File: src/rtl/fskgen_pkg.sv
package fskgen_pkg;

    typedef enum logic [1:0] {
        MODE_BC150   = 2'b00,
        MODE_FWD1200 = 2'b01,
        MODE_BC5     = 2'b10,
        MODE_SLEEP   = 2'b11
    } fsk_mode_e;

    // Rounded phase step for a tone of f_hz with an acc_w-bit accumulator.
    function automatic longint unsigned tone_step(longint unsigned f_hz,
                                                  longint unsigned clk_hz,
                                                  int unsigned     acc_w);
        return ((f_hz << acc_w) + clk_hz / 2) / clk_hz;
    endfunction

    // Quarter-wave amplitude at the centre of entry i of q entries,
    // rational sine approximation, scaled to peak and rounded.
    function automatic int unsigned qwave_amp(int unsigned i,
                                              int unsigned q,
                                              int unsigned peak);
        longint unsigned t, n, p, num, den;
        t   = 2 * longint'(i) + 1;
        n   = 4 * longint'(q);
        p   = t * (n - t);
        num = 16 * p * peak;
        den = 5 * n * n - 4 * p;
        return 32'((num + den / 2) / den);
    endfunction

endpackage

File: src/rtl/fsk_step_sel.sv
module fsk_step_sel
    import fskgen_pkg::*;
#(
    parameter int unsigned CLK_HZ      = 3579545,
    parameter int unsigned PHASE_W     = 24,
    parameter int unsigned F_FWD_MARK  = 1200,
    parameter int unsigned F_FWD_SPACE = 2200,
    parameter int unsigned F_BC_MARK   = 387,
    parameter int unsigned F_BC_SPACE  = 487
) (
    input  logic [1:0]         mode_i,
    input  logic               data_i,
    output logic [PHASE_W-1:0] step_o,
    output logic               park_o,
    output logic               active_o
);
    localparam logic [PHASE_W-1:0] STEP_FM = PHASE_W'(tone_step(F_FWD_MARK, CLK_HZ, PHASE_W));
    localparam logic [PHASE_W-1:0] STEP_FS = PHASE_W'(tone_step(F_FWD_SPACE, CLK_HZ, PHASE_W));
    localparam logic [PHASE_W-1:0] STEP_BM = PHASE_W'(tone_step(F_BC_MARK, CLK_HZ, PHASE_W));
    localparam logic [PHASE_W-1:0] STEP_BS = PHASE_W'(tone_step(F_BC_SPACE, CLK_HZ, PHASE_W));

    always_comb begin
        step_o   = '0;
        park_o   = 1'b0;
        active_o = 1'b1;
        unique case (fsk_mode_e'(mode_i))
            MODE_FWD1200: step_o = data_i ? STEP_FM : STEP_FS;
            MODE_BC150:   step_o = data_i ? STEP_BM : STEP_BS;
            MODE_BC5: begin
                step_o = STEP_BM;
                park_o = !data_i;
            end
            MODE_SLEEP: begin
                park_o   = 1'b1;
                active_o = 1'b0;
            end
        endcase
    end
endmodule

File: src/rtl/fsk_quarter_lut.sv
module fsk_quarter_lut
    import fskgen_pkg::*;
#(
    parameter int ADDR_W = 5,
    parameter int AMP_W  = 7
) (
    input  logic [ADDR_W-1:0] addr_i,
    output logic [AMP_W-1:0]  amp_o
);
    localparam int DEPTH = 1 << ADDR_W;
    localparam int PEAK  = (1 << AMP_W) - 1;

    logic [AMP_W-1:0] rom [DEPTH];

    for (genvar g = 0; g < DEPTH; g++) begin : g_rom
        assign rom[g] = AMP_W'(qwave_amp(g, DEPTH, PEAK));
    end

    assign amp_o = rom[addr_i];
endmodule

File: src/rtl/fsk_wave_fold.sv
module fsk_wave_fold #(
    parameter int ADDR_W   = 5,
    parameter int SAMPLE_W = 8
) (
    input  logic [ADDR_W+1:0]   top_i,
    output logic [SAMPLE_W-1:0] sample_o
);
    localparam int AMP_W = SAMPLE_W - 1;
    localparam logic [SAMPLE_W-1:0] MID = SAMPLE_W'(1) << (SAMPLE_W - 1);

    logic [1:0]        quad;
    logic [ADDR_W-1:0] idx;
    logic [ADDR_W-1:0] addr;
    logic [AMP_W-1:0]  amp;

    assign quad = top_i[ADDR_W+1 -: 2];
    assign idx  = top_i[ADDR_W-1:0];
    assign addr = quad[0] ? ~idx : idx;

    fsk_quarter_lut #(
        .ADDR_W(ADDR_W),
        .AMP_W (AMP_W)
    ) u_lut (
        .addr_i(addr),
        .amp_o (amp)
    );

    assign sample_o = quad[1] ? (MID - {1'b0, amp}) : (MID + {1'b0, amp});
endmodule

File: src/rtl/fsk_tone_gen.sv
module fsk_tone_gen
    import fskgen_pkg::*;
#(
    parameter int unsigned CLK_HZ      = 3579545,
    parameter int unsigned PHASE_W     = 24,
    parameter int unsigned LUT_AW      = 5,
    parameter int unsigned SAMPLE_W    = 8,
    parameter int unsigned F_FWD_MARK  = 1200,
    parameter int unsigned F_FWD_SPACE = 2200,
    parameter int unsigned F_BC_MARK   = 387,
    parameter int unsigned F_BC_SPACE  = 487
) (
    input  logic                clk,
    input  logic                rst_n,
    input  logic [1:0]          mode_i,
    input  logic                data_i,
    output logic [SAMPLE_W-1:0] sample_o,
    output logic                sample_vld_o
);
    localparam int unsigned TOP_W = LUT_AW + 2;
    localparam logic [SAMPLE_W-1:0] MID = SAMPLE_W'(1) << (SAMPLE_W - 1);

    typedef struct packed {
        logic [PHASE_W-1:0]  phase;
        logic [SAMPLE_W-1:0] sample;
        logic                vld;
    } gen_state_t;

    gen_state_t          st_d, st_q;
    logic [PHASE_W-1:0]  step;
    logic [PHASE_W-1:0]  phase_q;
    logic                park;
    logic                active;
    logic [SAMPLE_W-1:0] wave;

    fsk_step_sel #(
        .CLK_HZ     (CLK_HZ),
        .PHASE_W    (PHASE_W),
        .F_FWD_MARK (F_FWD_MARK),
        .F_FWD_SPACE(F_FWD_SPACE),
        .F_BC_MARK  (F_BC_MARK),
        .F_BC_SPACE (F_BC_SPACE)
    ) u_step (
        .mode_i  (mode_i),
        .data_i  (data_i),
        .step_o  (step),
        .park_o  (park),
        .active_o(active)
    );

    fsk_wave_fold #(
        .ADDR_W  (LUT_AW),
        .SAMPLE_W(SAMPLE_W)
    ) u_fold (
        .top_i   (st_q.phase[PHASE_W-1 -: TOP_W]),
        .sample_o(wave)
    );

    always_comb begin
        st_d = st_q;
        if (park) begin
            st_d.phase  = '0;
            st_d.sample = MID;
            st_d.vld    = active;
        end else begin
            st_d.phase  = st_q.phase + step;
            st_d.sample = wave;
            st_d.vld    = 1'b1;
        end
    end

    always_ff @(posedge clk or negedge rst_n) begin
        if (!rst_n) begin
            st_q.phase  <= '0;
            st_q.sample <= MID;
            st_q.vld    <= 1'b0;
        end else begin
            st_q <= st_d;
        end
    end

    assign phase_q      = st_q.phase;
    assign sample_o     = st_q.sample;
    assign sample_vld_o = st_q.vld;
endmodule

File: config.mk
export PLATFORM = sky130hd
export DESIGN_NAME = fsk_tone_gen
export DESIGN_NICKNAME = d
export VERILOG_FILES = /design/src/rtl/fskgen_pkg.sv /design/src/rtl/fsk_step_sel.sv /design/src/rtl/fsk_quarter_lut.sv /design/src/rtl/fsk_wave_fold.sv /design/src/rtl/fsk_tone_gen.sv
export SDC_FILE = /design/constraint.sdc
export NUM_CORES = 1
export LEC_CHECK = 0
export BUFFER_PORTS_ARGS = -buffer_cell sky130_fd_sc_hd__clkbuf_2
export CORE_ASPECT_RATIO = 1.75
export CORE_MARGIN = 2
export CORE_UTILIZATION = 49
export CTS_CLUSTER_DIAMETER = 30
export DETAILED_ROUTE_END_ITERATION = 7
export PLACE_DENSITY = 0.66
export SLEW_MARGIN = 20
export SYNTH_ARGS = -nofsm -noshare
export SYNTH_HDL_FRONTEND = slang
export SYNTH_HIERARCHICAL = 1
export SYNTH_SLANG_ARGS = --single-unit
File: constraint.sdc
create_clock -name clk -period 10.7 [get_ports clk]
set_clock_uncertainty 0.1 [all_clocks]
set_input_delay 0.535 -clock clk [delete_from_list [all_inputs] [get_ports clk]]
set_output_delay 0.535 -clock clk [all_outputs]
set_load 0.01 [all_outputs]
# Yosys cells after proc, flatten, opt, wreduce, memory -nomap -nowiden
# Memory sizes are Yosys's and may differ from the RTL's.
# Index checks and enable logic that the tools add are counted.
# word_totals
input_bits	5
reg_bits	33
romBits	224
wordCells	25
n_memories	1
# op_classes
eq_ne	3
n_mux	10
order_cmp	1
bitwise_logic	2
reduce_logical	2
n_addsub	3
# memory_table
memory	depth	width	rd	rd_clocked_by_memory_dff	write_ports	line_no	source
(name not given)	32	7	1	0	0	fsk_quarter_lut.sv:19	assign amp_o = rom[addr_i];
# op_table
operator	count
one-hot mux 24 bit (3 select lines)	1
two-way mux 33 bit	1
adder 24 bit	1
two-way mux 14 bit	1
two-way mux 7 bit	2
two-way mux 12 bit	1
adder 8 x 7 -> 8 bit, first input constant	1
two-way mux 8 bit	1
subtractor 8 x 7 -> 8 bit, first input constant	1
greater-or-equal comparator 6 bit, second input constant	1
inverter 5 -> 6 bit	1
two-way mux 5 bit	1
inverter 5 bit	1
equality test 2 bit, second input constant	2
equality test 2 x 1 -> 1 bit, second input constant	1
logical NOT 2 bit	1
one-hot mux 1 bit (2 select lines)	1
logical NOT 1 bit	1
two-way mux 1 bit	1

# Depth between registers and ports, before layout
# Gate-level depths: netlist of the first run.
# depth
word_depth	9
depth_mapped	12
ltp_nobuf	11

# Modules after synthesis
# The synthesis of the first run kept the hierarchy.
# by_module_without_submodules
mod	area_each_um2	cells_each	seq_area_each_um2	n_inst
fsk_tone_gen	2185.8	226	827.0	1
fsk_quarter_lut	414.1	55	0.0	1
fsk_step_sel	215.2	31	0.0	1
fsk_wave_fold	187.7	27	0.0	1

# Worst setup path before layout of the first run
# No wires, ideal clock.
# synth_timing
path_kind	register -> register
from	register st_q, in the netlist phase_q[22]
to	register st_q, in the netlist sample_o[5]
arrival_time_ns	3.202
path_slack_ns	7.266
t_required_ns	10.468
synth_period_minus_slack_ns	3.434
path_stages_with_launch	12
path_buffers	1
cell_sequence	dfrtp_1 clkbuf_1 xor2_1 inv_1 ha_1 inv_1 mux4_2 mux2_2 or4_1 o21ai_2 xnor2_1 nor2b_1
# synth_rtl
item	line_no	source
start, declared	fsk_tone_gen.sv:29	gen_state_t st_d, st_q;
start signal, assigned	fsk_tone_gen.sv:78	st_q <= st_d;

==> results.md, run 1 <==
* Status: finished, final reports clean
* Post-synthesis async set-or-reset flop share at 1.00
* Grt total ovfl at 0
* Clk pin slew, worst setup/hold paths at 0.07 ns
* Final Hold Viols at 0
* Drt drc at 0
* Crit path max-delay cell type: xor2_1
* CP max FO at 10
* Power Density at 358 nW/um^2
* Core area at 5880 sq um
* Leading cell types by total area after synthesis: dfrtp_1, ha_1, xor2_1
* Avg Cell Area, Syn at 8.86 sq um
* Net Switching at 541 uW
* Die height at 108 microns
* Synth top area share at 0.267
* Max-slew violation count at 0
* Ant diodes at 0
* H-tree Lvls at 2
* Most used cell, CP: inv_1
* DR vias/cell at 5.55
* Post-route setup TNS at 0 ns
* WL/cell at 14.1 microns
* Fillers at 579
* Comb power frac at 0.731
* Multi-input combinational cell area at 1990 sq um
* Critical path, cell by cell: xor2_1, inv_1, ha_1, inv_1, mux4_2, mux2_2, or4_1, o21ai_2, xnor2_1, nor2b_1
* Slew @ Worst Pin at 1.12 ns
* Worst slew margin at 0.253
* Fin util at 0.534
* WP data required at 10.74 ns
* Met2 Usage GRT at 0.371
* Total routed wirelength at 5950 microns
* Vias in the first global route at 2312
* Iteration-0 DRC Markers at 75
* CTS Root Cell: clkbuf_8
* Hold_buf cts at 0
* P&R area growth vs syn at 4.58%
* Die outline width at 63.2 microns
* Vias at 2340
* Pre-antenna DRT Iters at 4
* Post-Synthesis Cells at 339
* Pwr Total at 1.12 mW
* Worst Hold Class: in -> async
* Upper clock frequency limit at 0.271 GHz
* Global-route wire length before repair at 10100 microns
* Port Buffers at 13
* Setup crit end kind: flip-flop
* Reg power frac at 0.185
* Clk pwr share at 0.084
* I/O pins at 14
* Setup-failing EPs final at 0
* CTS tree: yes
* Later-pin clock latency in the skew report at 0.29 ns
* Reg area at 827 sq um
* Internal power at 582 uW
* Grt met1 use at 0.196
* Type of the worst setup path: reg -> reg
* CTS buffer count at 5
* Sequential fraction of the synthesis area at 0.275
* Sw Share at 0.482
* HPWL Detailed at 4420 microns
* Placement Setup Slack at 7.03 ns
* FF+latch count, synth at 33
* Max Cap Viol at 0
* Mapped Area at 3000 sq um
* Placer's final routability congestion estimate at 0.881
* Nets@finish at 381
* Number of unique standard cell types used by synthesis at 62
* Area leader, netlist: dfrtp_1
* Largest net degree at the start of global routing at 34
* Leakage at 1.50 nW
* Starting Density at 0.511
* RSZ-0062 raised after global routing: false
* Slowest stage delay, CP at 0.59 ns
* Synthesis warning total at 6
* WP data arrival at 3.73 ns
* Worst IR Drop VDD at 0.156 mV
* Clk sink count at 33
* Layout cells sized above 1 at 0.125
* Post-layout minimum cycle time at 3.69 ns
* Startpoint types: flip-flop
* Antenna Nets Post-Route at 0
* Die area at 6800 sq um
* Worst setup slack after layout at 7.01 ns
* Floorplan row count at 37
* Final worst-path cycle share at 0.345
* Antenna violations before repair at 0
* Post-synth top flop: dfrtp_1
* GRT Max-Usage Layer: met2
* Clock buffer depth at 2
* Post-synth EDFFs at 0
* All-Layer GR Usage at 0.187
* M3 GR Usage at 0.0251
* Post-CTS setup buffers at 0
* Cts repair resizes at 0
==> per-stage QoR <==
step | hold slack, ns | area (sq um) | instances
after floorplan | 0.139 | 3040 | 348
after global placement | 0.467 | 3050 | 414
after detailed placement | 0.489 | 3050 | 414
after CTS | 0.275 | 3140 | 422
after global routing | 0.318 | 3140 | 422
final | 0.242 | 3140 | 422
==> state kept, by name, indices dropped and copies added (netlist names) <==
name / cells
phase_q: 24
sample_o: 8
sample_vld_o: 1
==> layer usage <==
| layer | part of all wire | routed length, microns |
|---|---|---|
| met5 | 0 | 0 |
| met4 | 0.014 | 81 |
| met3 | 0.016 | 94 |
| met2 | 0.57 | 3370 |
| met1 | 0.40 | 2400 |
==> critical path, delay by kind of cell, from the launching register on <==
family,cells,cell delay (ns)
multiplexers,2,0.76
AND/OR/NAND/NOR,2,0.68
XOR/XNOR,2,0.66
flip-flops,1,0.49
adder cells (fa/ha/maj),1,0.41
buffers and inverters,2,0.31
AO/OA/AOI/OAI,1,0.14
==> layout make-up <==
class	count	area share
clock buffers	5	0.0219
clock inverters	3	0.00558
inverters	15	0.0179
multi-input cells	273	0.635
flip-flops and latches	33	0.263
well taps	78	0.0311
repair buffers	15	0.0255
==> cell usage after synthesis (all sizes together) (3+ instances only) <==
cell type  number
a211oi          4
a21boi          4
a21o            9
a21oi          25
a31oi           3
buf            21
clkbuf          6
dfrtp          32
ha             32
inv            15
mux2            5
nand2          18
nand2b          9
nand3           5
nor2           29
nor2b          13
nor3            7
nor3b           3
o211ai          6
o21a            6
o21ai          18
o221ai          3
o31ai           3
or2             5
xnor2          11
xor2           16
==> cell usage in the layout, fill, tap and decap left out, types with 7 or more instances in the layout <==
cell,Yosys,final
a21oi_1,25,25
xnor2_1,11,11
o21ai_0,15,15
nor3_1,7,7
conb_1,1,10
nand2b_1,9,9
ha_1,32,32
nor2b_1,13,13
nand2_1,18,18
dfrtp_1,32,32
nor2_1,28,28
clkbuf_2,1,13
xor2_1,16,16
inv_1,13,13
a21o_1,9,9
==> final timing paths <==
| check | startpoint | to | slack, ns | cells past startpoint |
|---|---|---|---|---|
| min reg2reg | phase_q[0]$_DFF_PN0_ | phase_q[0]$_DFF_PN0_ | 0.49 | 2 |
| max reg2reg | phase_q[22]$_DFF_PN0_ | sample_o[5]$_DFF_PN0_ | 7.01 | 10 |
| min | rst_n | phase_q[20]$_DFF_PN0_ | 0.24 | 1 |
| max | phase_q[22]$_DFF_PN0_ | sample_o[5]$_DFF_PN0_ | 7.01 | 10 |
| min in group clk | phase_q[0]$_DFF_PN0_ | phase_q[0]$_DFF_PN0_ | 0.49 | 2 |
| max in group asynchronous | rst_n | sample_o[5]$_DFF_PN0_ | 9.73 | 1 |
==> power groups by stage <==
| stage | clock [mW] | combinational (mW) | sequential (mW) |
|---|---|---|---|
| after CTS | 0.0971 | 0.818 | 0.209 |
| final | 0.0947 | 0.821 | 0.208 |
| after floorplan | 0 | 0.661 | 0.208 |
| after global routing | 0.105 | 0.913 | 0.214 |
| after detailed placement | 0 | 0.804 | 0.211 |
| after global placement | 0 | 0.787 | 0.209 |
==> cells by family (layout without fill, tap and decap cells) <==
logic type               after synthesis  in the layout  synth area share
buffers and inverters                 42             38            0.0733
adder cells (fa/ha/maj)               33             33             0.140
other                                  1             10           0.00125
flip-flops                            33             33             0.275
XOR/XNOR                              27             27            0.0787
AO/OA/AOI/OAI                         96             96             0.225
AND/OR/NAND/NOR                       98             98             0.165
multiplexers                           9              9            0.0417
(Power assumes the default switching activity.)
==> run 2: changes to the inputs <==
--- a/config.mk
+++ b/config.mk
@@ -5,13 +5,14 @@
 export SDC_FILE = /design/constraint.sdc
 export NUM_CORES = 1
 export LEC_CHECK = 0
+export ABC_AREA = 1
 export BUFFER_PORTS_ARGS = -buffer_cell sky130_fd_sc_hd__clkbuf_2
 export CORE_ASPECT_RATIO = 1.75
 export CORE_MARGIN = 2
 export CORE_UTILIZATION = 49
 export CTS_CLUSTER_DIAMETER = 30
 export DETAILED_ROUTE_END_ITERATION = 7
-export PLACE_DENSITY = 0.66
+export PLACE_DENSITY = 0.68
 export SLEW_MARGIN = 20
 export SYNTH_ARGS = -nofsm -noshare
 export SYNTH_HDL_FRONTEND = slang
==> constraint.sdc (replaced) <==
create_clock -name clk -period 3.3 [get_ports clk]
set_clock_uncertainty 0.1 [all_clocks]
set_input_delay 0.165 -clock clk [delete_from_list [all_inputs] [get_ports clk]]
set_output_delay 0.165 -clock clk [all_outputs]
set_load 0.01 [all_outputs]
==> results.md, run 2 <==
* Status: finished, final reports clean
* Largest net degree at the start of global routing at 34
* Port Buffers at 13
* WL/cell at 12.6 microns
* Avg Cell Area, Syn at 6.07 sq um
* All-Layer GR Usage at 0.231
* Synth top area share at 0.220
* CP max FO at 6
* Starting Density at 0.504
* Synthesis warning total at 6
* Critical path, cell by cell: xor2_1, inv_1, ha_1, inv_1, nand2_1, nand2_1, nand2_1, nand2_1, nand2_1, nand2_1, inv_1, ha_1, inv_1, nand2_1, xor2_1, inv_1, inv_1, nor2_1
* Placer's final routability congestion estimate at 0.948
* Most used cell, CP: nand2_1
* Type of the worst setup path: reg -> reg
* Pre-antenna DRT Iters at 4
* WP data arrival at 2.86 ns
* Total routed wirelength at 8810 microns
* Final worst-path cycle share at 0.847
* P&R area growth vs syn at 6.25%
* Reg area at 827 sq um
* CTS buffer count at 5
* Clock buffer depth at 2
* CTS Root Cell: clkbuf_16
* Clk pin slew, worst setup/hold paths at 0.06 ns
* Worst Hold Class: in -> reg
* RSZ-0062 raised after global routing: false
* Iteration-0 DRC Markers at 109
* List of most frequent post-synthesis cells: nand2_1, inv_1, nor2_1
* Later-pin clock latency in the skew report at 0.28 ns
* Most common cell in the netlist: nand2_1
* Final hold slack at 0.0689 ns
* Fin util at 0.535
* Global-route wire length before repair at 15200 microns
* Fillers at 772
* I/O pins at 14
* Antenna Nets Post-Route at 0
* Cts repair resizes at 0
* Net Switching at 2.37 mW
* Reg power frac at 0.157
* Most frequent cells in the layout: nand2_1, inv_1, nor2_1, nand3_1
* Post-layout minimum cycle time at 2.79 ns
* Layout cells sized above 1 at 0.103
* Post-synthesis async set-or-reset flop share at 1.00
* Power Density at 1120 nW/um^2
* DR vias/cell at 4.95
* Post-synth top flop: dfrtp_1
* Vias in the first global route at 3504
* Die height at 118 microns
* Post-synth EDFFs at 0
* Grt total ovfl at 0
* Flip-flop count of the largest register after layout at 24
* Clk pwr share at 0.107
* Ant diodes at 0
* Area leader, netlist: dfrtp_1
* Number of unique standard cell types used by synthesis at 34
* Finished Layout Cells at 700
* Startpoint types: flip-flop
* Mapped Area at 3640 sq um
* Multi-input combinational cell area at 2250 sq um
* Upper clock frequency limit at 0.358 GHz
* Sw Share at 0.544
* Sequential fraction of the synthesis area at 0.227
* Comb power frac at 0.737
* Most common cell after layout, fill and taps aside: nand2_1
* WP data required at 3.37 ns
* Slowest stage delay, CP at 0.49 ns
* CTS tree: yes
* Vias at 3462
* Post-Synthesis Cells at 600
* Internal power at 1.98 mW
* Setup crit end kind: flip-flop
* Max Cap Viol at 0
* Worst setup slack after layout at 0.506 ns
* Floorplan row count at 41
* Die outline width at 69.2 microns
* Crit path max-delay cell type: dfrtp_1
* FF+latch count, synth at 33
* Placement Setup Slack at 0.502 ns
* Max-slew violation count at 0
* Clk sink count at 33
* Slew @ Worst Pin at 0.917 ns
* Die area at 8170 sq um
* HPWL Detailed at 7130 microns
* Leading cell types by total area after synthesis: dfrtp_1, nand2_1, inv_1
* Leakage at 2.38 nW
* Antenna violations before repair at 0
* Post-route setup TNS at 0 ns
* Drt drc at 0
* Final Hold Viols at 0
* Worst IR Drop VDD at 0.503 mV
* Hold_buf cts at 1
* Setup-failing EPs final at 0
* Placed cell count at 691
* H-tree Lvls at 2
* Core area at 7230 sq um
* Worst slew margin at 0.389
* Post-CTS setup buffers at 0
* Nets@finish at 651
[run 2: worst max-delay path: cells and delay by family, from the launching register on]
kind / cells / cell delay, ns
xor gates and xnor gates: 2 / 0.53
adders and majority gates: 2 / 0.57
buffers and inverters: 6 / 0.55
DFF: 1 / 0.49
and+or+nand+nor: 8 / 0.45
[run 2: logic make-up after synthesis]
logic type / count (synthesis) / share of synthesized area
DFF: 33 / 0.227
other: 1 / 0.00103
AOI/OAI and AO/OA: 44 / 0.0642
buffers and inverters: 137 / 0.164
xor gates and xnor gates: 11 / 0.0264
and+or+nand+nor: 341 / 0.402
adders and majority gates: 33 / 0.115
[run 2: power groups by stage]
stage / logic (mW) / registers [mW] / clock network (mW)
after floorplan: 2.56 / 0.666 / 0
after global placement: 3.10 / 0.685 / 0
after detailed placement: 3.16 / 0.691 / 0
after CTS: 3.18 / 0.685 / 0.473
after global routing: 3.73 / 0.700 / 0.488
final: 3.21 / 0.683 / 0.464
[run 2: path summary, 6_finish.rpt]
check / cells after the start / slack (ns) / startpoint / endpoint
worst max-delay path: 18 / 0.51 / phase_q[22]$_DFF_PN0_ / sample_o[2]$_DFF_PN0_
worst min-delay path: 3 / 0.07 / mode_i[1] / sample_vld_o$_DFF_PN0_
worst max register to register: 18 / 0.51 / phase_q[22]$_DFF_PN0_ / sample_o[2]$_DFF_PN0_
worst min register to register: 3 / 0.48 / phase_q[0]$_DFF_PN0_ / phase_q[0]$_DFF_PN0_
max in group asynchronous: 2 / 2.08 / rst_n / sample_o[1]$_DFF_PN0_
min in group asynchronous: 2 / 0.45 / rst_n / phase_q[14]$_DFF_PN0_
[run 2: stage by stage]
step	total power [mW]	instance area, sq um
3_5_place_dp	3.85	3720
6_report	4.35	3870
5_1_grt	4.92	3870
2_1_floorplan	3.22	3680
4_1_cts	4.34	3870
3_3_place_gp	3.79	3720
[run 2: area by class of cell]
class,instances,share of cell area
Multi-Input combinational cell,439,0.582
Clock buffer,5,0.0323
Sequential cell,33,0.214
Tap cell,86,0.0278
Clock inverter,3,0.00452
Inverter,116,0.112
Timing Repair Buffer,18,0.0271
[run 2: routing by layer]
metal,share of wire,track usage
met1,0.37,0.212
met3,0.014,0.0257
met5,0,0
met4,0.072,0.159
met2,0.55,0.453
==> run 3: changes to the inputs <==
--- a/config.mk
+++ b/config.mk
@@ -5,7 +5,7 @@
 export SDC_FILE = /design/constraint.sdc
 export NUM_CORES = 1
 export LEC_CHECK = 0
-export ABC_AREA = 1
+export ABC_AREA = 0
 export BUFFER_PORTS_ARGS = -buffer_cell sky130_fd_sc_hd__clkbuf_2
 export CORE_ASPECT_RATIO = 1.75
 export CORE_MARGIN = 2
==> constraint.sdc (replaced) <==
create_clock -name clk -period 2.2 [get_ports clk]
set_clock_uncertainty 0.1 [all_clocks]
set_input_delay 0.11 -clock clk [delete_from_list [all_inputs] [get_ports clk]]
set_output_delay 0.11 -clock clk [all_outputs]
set_load 0.01 [all_outputs]
==> results.md, run 3 (synthesized netlist as in run 1, its figures left out) <==
* Clk pin slew, worst setup/hold paths at 0.08 ns
* Port Buffers at 13
* Pre-antenna DRT Iters at 4
* Die outline width at 63.2 microns
* Most common cell after layout, fill and taps aside: buf_4
* FF-to-FF End: sample_o[5]$_DFF_PN0_
* WL/cell at 17.3 microns
* HPWL Detailed at 5730 microns
* CTS tree: yes
* Post-Place Cell Area at 3860 sq um
* P&R area growth vs syn at 48.3%
* Placed cell count at 492
* Later-pin clock latency in the skew report at 0.30 ns
* Starting Density at 0.511
* Vias in the first global route at 3134
* Worst reg2reg startpoint: phase_q[22]$_DFF_PN0_
* Setup-failing EPs final at 24
* Worst slew margin at 0.416
* Global-route wire length before repair at 14600 microns
* Final hold slack at 0.210 ns
* Register-to-Register Setup Slack at -0.70 ns
* Antenna Nets Post-Route at 0
* All-Layer GR Usage at 0.280
* Finished Layout Cells at 522
* Most frequent cells in the layout: buf_4, dfrtp_1, nor2_1, nand2_1, ha_1
* Final Hold Viols at 0
* Flip-flop count of the largest register after layout at 24
* Nets@finish at 481
* Grt total ovfl at 0
* CTS buffer count at 5
* Final instance area at 4450 sq um
* Post-layout minimum cycle time at 2.90 ns
* Startpoint types: flip-flop
* Worst setup slack after layout at -0.696 ns
* Die area at 6800 sq um
* Upper clock frequency limit at 0.345 GHz
* WP data arrival at 3.02 ns
* Worst Hold Class: in -> reg
* Vias at 2891
* CTS Root Cell: clkbuf_8
* Drt drc at 0
* Slew @ Worst Pin at 0.875 ns
* Layout cells sized above 1 at 0.466
* Reg area at 831 sq um
* Max Cap Viol at 0
* CP max FO at 4
* H-tree Lvls at 2
* Capture point of the worst path: sample_o[5]$_DFF_PN0_
* Total routed wirelength at 9010 microns
* Setup crit end kind: flip-flop
* Core area at 5880 sq um
* Fillers at 408
* WP data required at 2.32 ns
* RSZ-0062 raised after global routing: true
* Crit. Startpoint: phase_q[22]$_DFF_PN0_
* Post-route setup TNS at -7.44 ns
* Floorplan row count at 37
* Antenna violations before repair at 0
* Iteration-0 DRC Markers at 177
* Violated checks: setup timing
* Type of the worst setup path: reg -> reg
* I/O pins at 14
* Max-slew violation count at 0
* Die height at 108 microns
* Placer's final routability congestion estimate at 0.868
* Final worst-path cycle share at 1.32
* Clk sink count at 33
* DR vias/cell at 5.54
* Status: complete, but fails checks
* Multi-input combinational cell area at 2490 sq um
* Clock buffer depth at 2
* R2R cell count at 9
* Largest net degree at the start of global routing at 34
* Ant diodes at 0
run 3: cell types whose count changed in the layout (fill, tap and decap cells not counted), sizes merged, moves of 13 or more:
cell,delta
inv,-101
nand3,-33
nor2b,+13
buf,+97
nand2,-198
nor2,-42
run 3: critical path: stages (launching register included):
cell and delay [ns]:
dfrtp_2 0.48, xor2_4 0.19, buf_4 0.17, ha_1 0.21
mux4_2 0.46, mux2_4 0.29, or4_4 0.51, o21ai_2 0.13
xnor2_1 0.12, nor2b_1 0.15
run 3: through the flow:
step | worst slack (ns) | utilization
floorplan | -0.792 | -
finish | -0.696 | 0.758
detailed placement | -0.858 | 0.656
global route | -0.808 | 0.758
global placement | -0.777 | 0.656
CTS | -0.657 | 0.744
run 3: layout make-up:
cell class | instances | share of cell area
timing repair buffer | 115 | 0.201
inverter | 15 | 0.0126
sequential | 33 | 0.187
tap | 78 | 0.0219
clock inverter | 3 | 0.00393
multi-input combinational | 273 | 0.558
clock buffer | 5 | 0.0154
run 3: how the worst min path moves through the flow:
stage / startpoint / endpoint / depth (start not counted)
floorplan: rst_n / phase_q[0]$_DFF_PN0_ / 0
global placement: rst_n / phase_q[6]$_DFF_PN0_ / 1
detailed placement: rst_n / phase_q[6]$_DFF_PN0_ / 1
CTS: mode_i[0] / sample_vld_o$_DFF_PN0_ / 4
global route: mode_i[0] / sample_vld_o$_DFF_PN0_ / 4
finish: mode_i[0] / sample_vld_o$_DFF_PN0_ / 4
run 3: repair_timing:
item,CTS,global route
cloned,1,0
endpoints found under the hold margin,32,0
resized for setup,57,11
setup buffers,19,4
setup endpoints to repair,21,26
pin swaps,32,6
hold buffers,1,0
run 3: metal layers:
metal  GRT usage  share of wire
met2       0.567           0.58
met5           0              0
met3      0.0345          0.023
met4       0.143          0.041
met1       0.265           0.35
Power of run 3 is left out: the tool's default activity adds up to more than one toggle a clock period on the data nets, which glitch-free logic cannot reach.
